<file path="src/rtl/int_alu4_pkg.sv">
package int_alu4_pkg;

    localparam int CTRL_W = 4;

    typedef enum logic [CTRL_W-1:0] {
        OP_AND = 4'b0000,
        OP_OR  = 4'b0001,
        OP_ADD = 4'b0010,
        OP_SUB = 4'b0110,
        OP_SLT = 4'b0111,
        OP_NOR = 4'b1100
    } alu_op_e;

    // Subtract and compare both need A + ~B + 1 from the shared adder.
    function automatic logic op_needs_sub(input logic [CTRL_W-1:0] op);
        return (op == OP_SUB) || (op == OP_SLT);
    endfunction

endpackage

</file>
<file path="src/rtl/int_alu4_addsub.sv">
module int_alu4_addsub #(
    parameter int WIDTH = 32
) (
    input  logic [WIDTH-1:0] in_a,
    input  logic [WIDTH-1:0] in_b,
    input  logic             do_sub,
    output logic [WIDTH-1:0] sum,
    output logic             sgn_ovf
);
    localparam int MSB = WIDTH - 1;

    logic [WIDTH-1:0] b_eff;

    always_comb begin
        b_eff   = do_sub ? ~in_b : in_b;
        sum     = in_a + b_eff + WIDTH'(do_sub);
        // Signed overflow: operands agree in sign, sum disagrees.
        sgn_ovf = (in_a[MSB] == b_eff[MSB]) && (sum[MSB] != in_a[MSB]);
    end

endmodule

</file>
<file path="src/rtl/int_alu4_logic.sv">
module int_alu4_logic #(
    parameter int WIDTH = 32
) (
    input  logic [WIDTH-1:0] in_a,
    input  logic [WIDTH-1:0] in_b,
    output logic [WIDTH-1:0] and_v,
    output logic [WIDTH-1:0] or_v,
    output logic [WIDTH-1:0] nor_v
);
    for (genvar i = 0; i < WIDTH; i++) begin : g_bit
        always_comb begin
            and_v[i] = in_a[i] & in_b[i];
            or_v[i]  = in_a[i] | in_b[i];
            nor_v[i] = ~(in_a[i] | in_b[i]);
        end
    end

endmodule

</file>
<file path="src/rtl/int_alu4_select.sv">
module int_alu4_select
    import int_alu4_pkg::*;
#(
    parameter int WIDTH = 32
) (
    input  logic [CTRL_W-1:0] op,
    input  logic [WIDTH-1:0]  sum,
    input  logic              less,
    input  logic [WIDTH-1:0]  and_v,
    input  logic [WIDTH-1:0]  or_v,
    input  logic [WIDTH-1:0]  nor_v,
    output logic [WIDTH-1:0]  res,
    output logic              zero
);
    always_comb begin
        unique case (op)
            OP_AND:  res = and_v;
            OP_OR:   res = or_v;
            OP_NOR:  res = nor_v;
            OP_ADD:  res = sum;
            OP_SUB:  res = sum;
            OP_SLT:  res = WIDTH'(less);
            default: res = '0;
        endcase
        zero = ~|res;
    end

endmodule

</file>
<file path="src/rtl/int_alu4.sv">
module int_alu4
    import int_alu4_pkg::*;
#(
    parameter int WIDTH = 32
) (
    input  logic [WIDTH-1:0]  opnd_a,
    input  logic [WIDTH-1:0]  opnd_b,
    input  logic [CTRL_W-1:0] op_sel,
    output logic [WIDTH-1:0]  result,
    output logic              is_zero
);
    localparam int MSB = WIDTH - 1;

    logic             sub_en;
    logic [WIDTH-1:0] sum_w;
    logic             ovf_w;
    logic             less_w;
    logic [WIDTH-1:0] and_w;
    logic [WIDTH-1:0] or_w;
    logic [WIDTH-1:0] nor_w;

    always_comb begin
        sub_en = op_needs_sub(op_sel);
        // Signed A < B: sign of A - B, corrected when it overflowed.
        less_w = sum_w[MSB] ^ ovf_w;
    end

    int_alu4_addsub #(.WIDTH(WIDTH)) u_addsub (
        .in_a    (opnd_a),
        .in_b    (opnd_b),
        .do_sub  (sub_en),
        .sum     (sum_w),
        .sgn_ovf (ovf_w)
    );

    int_alu4_logic #(.WIDTH(WIDTH)) u_logic (
        .in_a  (opnd_a),
        .in_b  (opnd_b),
        .and_v (and_w),
        .or_v  (or_w),
        .nor_v (nor_w)
    );

    int_alu4_select #(.WIDTH(WIDTH)) u_select (
        .op    (op_sel),
        .sum   (sum_w),
        .less  (less_w),
        .and_v (and_w),
        .or_v  (or_w),
        .nor_v (nor_w),
        .res   (result),
        .zero  (is_zero)
    );

endmodule

</file>
<file path="config.mk">
export PLATFORM = sky130hd
export DESIGN_NAME = int_alu4
export DESIGN_NICKNAME = d
export VERILOG_FILES = /design/src/rtl/int_alu4_pkg.sv /design/src/rtl/int_alu4_addsub.sv /design/src/rtl/int_alu4_logic.sv /design/src/rtl/int_alu4_select.sv /design/src/rtl/int_alu4.sv
export SDC_FILE = /design/constraint.sdc
export NUM_CORES = 1
export LEC_CHECK = 0
export BUFFER_PORTS_ARGS = -buffer_cell sky130_fd_sc_hd__buf_2
export CELL_PAD_IN_SITES_DETAIL_PLACEMENT = 2
export CELL_PAD_IN_SITES_GLOBAL_PLACEMENT = 2
export CORE_MARGIN = 4
export CORE_UTILIZATION = 32
export DETAILED_ROUTE_END_ITERATION = 10
export GPL_ROUTABILITY_DRIVEN = 1
export PLACE_DENSITY = 0.9
export SETUP_SLACK_MARGIN = 0.1
export SYNTH_ARGS = -nofsm -noshare
export SYNTH_HDL_FRONTEND = slang
export SYNTH_SLANG_ARGS = --single-unit
export TNS_END_PERCENT = 5
</file>
<file path="constraint.sdc">
create_clock -name vclk -period 7.91
set_input_delay 1.1865 -clock vclk [all_inputs]
set_output_delay 1.1865 -clock vclk [all_outputs]
set_load 0.03 [all_outputs]
</file>
==> results.cfg <==
[floorplan]
core.rowCount = 38
die_y_um = 113
dieArea_um2 = 12700
die_w_um = 113
start_util = 0.326
io_pins = 101
core_area_um2 = 10800

[detailed_routing]
vias = 4296
drcViolationCount = 0
ant_nets = 0
postRouteWirelength_mm = 15.3
avgViaCountPerCell = 6.03
drt-pass1-iter-count = 4
drtIter0Drc = 180
wire_per_inst_um = 21.4

[placed_design]
finalWeightedCongestion = 0.878
io_buffers = 101
dp_hpwl_mm = 12.4
dpl_cell_area_um2 = 4100
post-place-cells = 712

[setup_path]
endpoint_kind = output pin
critical-path-slowest-cell = buf_4
slowest_delay_ns = 0.51
path_max_fanout = 34
crit_path_start_kind = input pin
path_cells = buf_2 -> nand3b_1 -> buf_4 -> xnor2_1 -> inv_1 -> fa_1 -> nor2b_1 -> o31a_1 -> o21ai_2 -> a2111oi_2 -> o21ai_1 -> a21o_1 -> a31o_1 -> nor4_2 -> nand3_1 -> nor3_2 -> buf_2
arrival_ns = 5.52
worstSetupPathType = in -> out
path_common_cell = buf_2
critPathRequiredTime_ns = 6.72

[clock_tree]
cts-resized-gates = 0
post_cts_buffers = 0
ctsHoldBuffers = 0

[cells_and_area]
finalNonFillerCells = 712
antennaDiodeCount = 0
nClkBuffers = 0
final-seq-area_um2 = 0
drive_above_1_share = 0.229
fin_nets = 677
final_area_um2 = 4100
seq_cells = 0
area_delta_synth_final_pct = 16.6

[yosys]
synth_cells = 496
seq_area_frac_synth = 0
synth_cell_types = 75
postSynthAreaPerCell_um2 = 7.09
ys.warnings.count = 0
syn-cell-area_um2 = 3510
synth_nets = 599
synth_top_area_share = 0.121
synthTopCellsByArea = ha_1 (12%), xnor2_1 (11%), maj3_1 (8.8%)
yosys.area.top_type = ha_1

[grt]
grt_overflow = 0
grt_pass1_wl_mm = 24.7
antenna_found_initial = 0
track_usage = 0.230
grt_max_degree = 35
grt_pass1_vias = 4747

[sta]
rsz0062_at_grt = no
clock.fmax_ghz = 0.149
fin_crit_ns = 6.70
slew_headroom = 0.466
tightest_slew_ns = 0.800
tns_ns = 0
hold_viol_final = 0
fin_crit_sh = 0.847
setup_viol = 0
slew_viol_final = 0

[pwr]
cellPowerDensity_nw_per_um2 = 96.8
ir_drop_uv = 37.3
p_leak_nw = 1.77

[status]
status = completed

[min_path]
holdCritPathClass = in -> out

[job]
maxCapViolations = 0
## Yosys cell counts (7+ instances only)
cell type and n:
o21ai_1 7, clkbuf_1 15, xnor2_1 44, inv_1 24
o21a_1 7, maj3_1 31, nor2_1 26, nand3_1 9
a21oi_1 42, nand4_1 7, buf_2 11, nand2_1 35
nor3_1 24, o21ai_0 25, xor2_1 7, ha_1 34
o31ai_1 13, a21o_1 13
## through the flow
stage / utilization / total power [mW] / worst slack, ns / hold slack, ns
floorplan: - / 0.274 / 1.68 / 2.58
global placement: 0.380 / 0.372 / 1.35 / 2.75
detailed placement: 0.380 / 0.391 / 1.24 / 2.75
CTS: 0.380 / 0.393 / 1.23 / 2.75
global route: 0.380 / 0.430 / 0.957 / 2.77
finish: 0.380 / 0.396 / 1.21 / 2.76
## per-layer routing
layer,global-route usage,routed length (um)
met1,0.295,6830
met2,0.429,7630
met3,0.0128,566
met4,0.0377,229
met5,0,0
## worst max-delay path: cells and delay by family
family,cells,cell delay [ns]
AOI/OAI and AO/OA,6,1.53
and+or+nand+nor,5,1.13
buffers and inverters,4,0.98
adders and majority gates,1,0.44
xor gates and xnor gates,1,0.22
## where the power goes
part	total, mW	switching [mW]	internal, mW	leakage, nW
logic	0.396	0.250	0.146	1.77
registers	0	0	0	0
clock network	0	0	0	0
## cell usage in the layout (no fill, tap or decap), types with 5 or more instances in the layout
cell type | synthesis | final
buf_2 | 11 | 101
xnor2_1 | 44 | 44
a21oi_1 | 42 | 42
nand2_1 | 35 | 35
ha_1 | 34 | 34
maj3_1 | 31 | 31
nor2_1 | 26 | 26
o21ai_0 | 25 | 25
inv_1 | 24 | 24
nor3_1 | 24 | 23
a21o_1 | 13 | 13
o31ai_1 | 13 | 13
nand3_1 | 9 | 9
nand4_1 | 7 | 7
o21a_1 | 7 | 7
xor2_1 | 7 | 7
o21ai_1 | 7 | 7
buf_4 | 1 | 7
a31oi_1 | 6 | 6
mux2i_1 | 6 | 6
nand3b_1 | 5 | 5
and3_1 | 5 | 5
nor3b_1 | 6 | 5
o2111ai_1 | 5 | 5
## kinds of logic after synthesis
group / synth area share
buf+inv: 0.0712
xor+xnor: 0.127
fa+ha+maj: 0.215
simple gates: 0.230
mux: 0.0171
compound gates: 0.339
## cell type report
cell class | instances | area, um^2
inverters | 24 | 90.1
fillers | 1314 | 6700
multi-input cells | 440 | 3270
repair buffers | 108 | 558
well taps | 140 | 175
## final timing paths
kind | start | to | slack [ns] | cells past startpoint
setup / recovery | op_sel[3] | is_zero | 1.21 | 17
hold / removal | opnd_a[2] | result[2] | 2.76 | 3
Power figures use the tool's default switching activity.
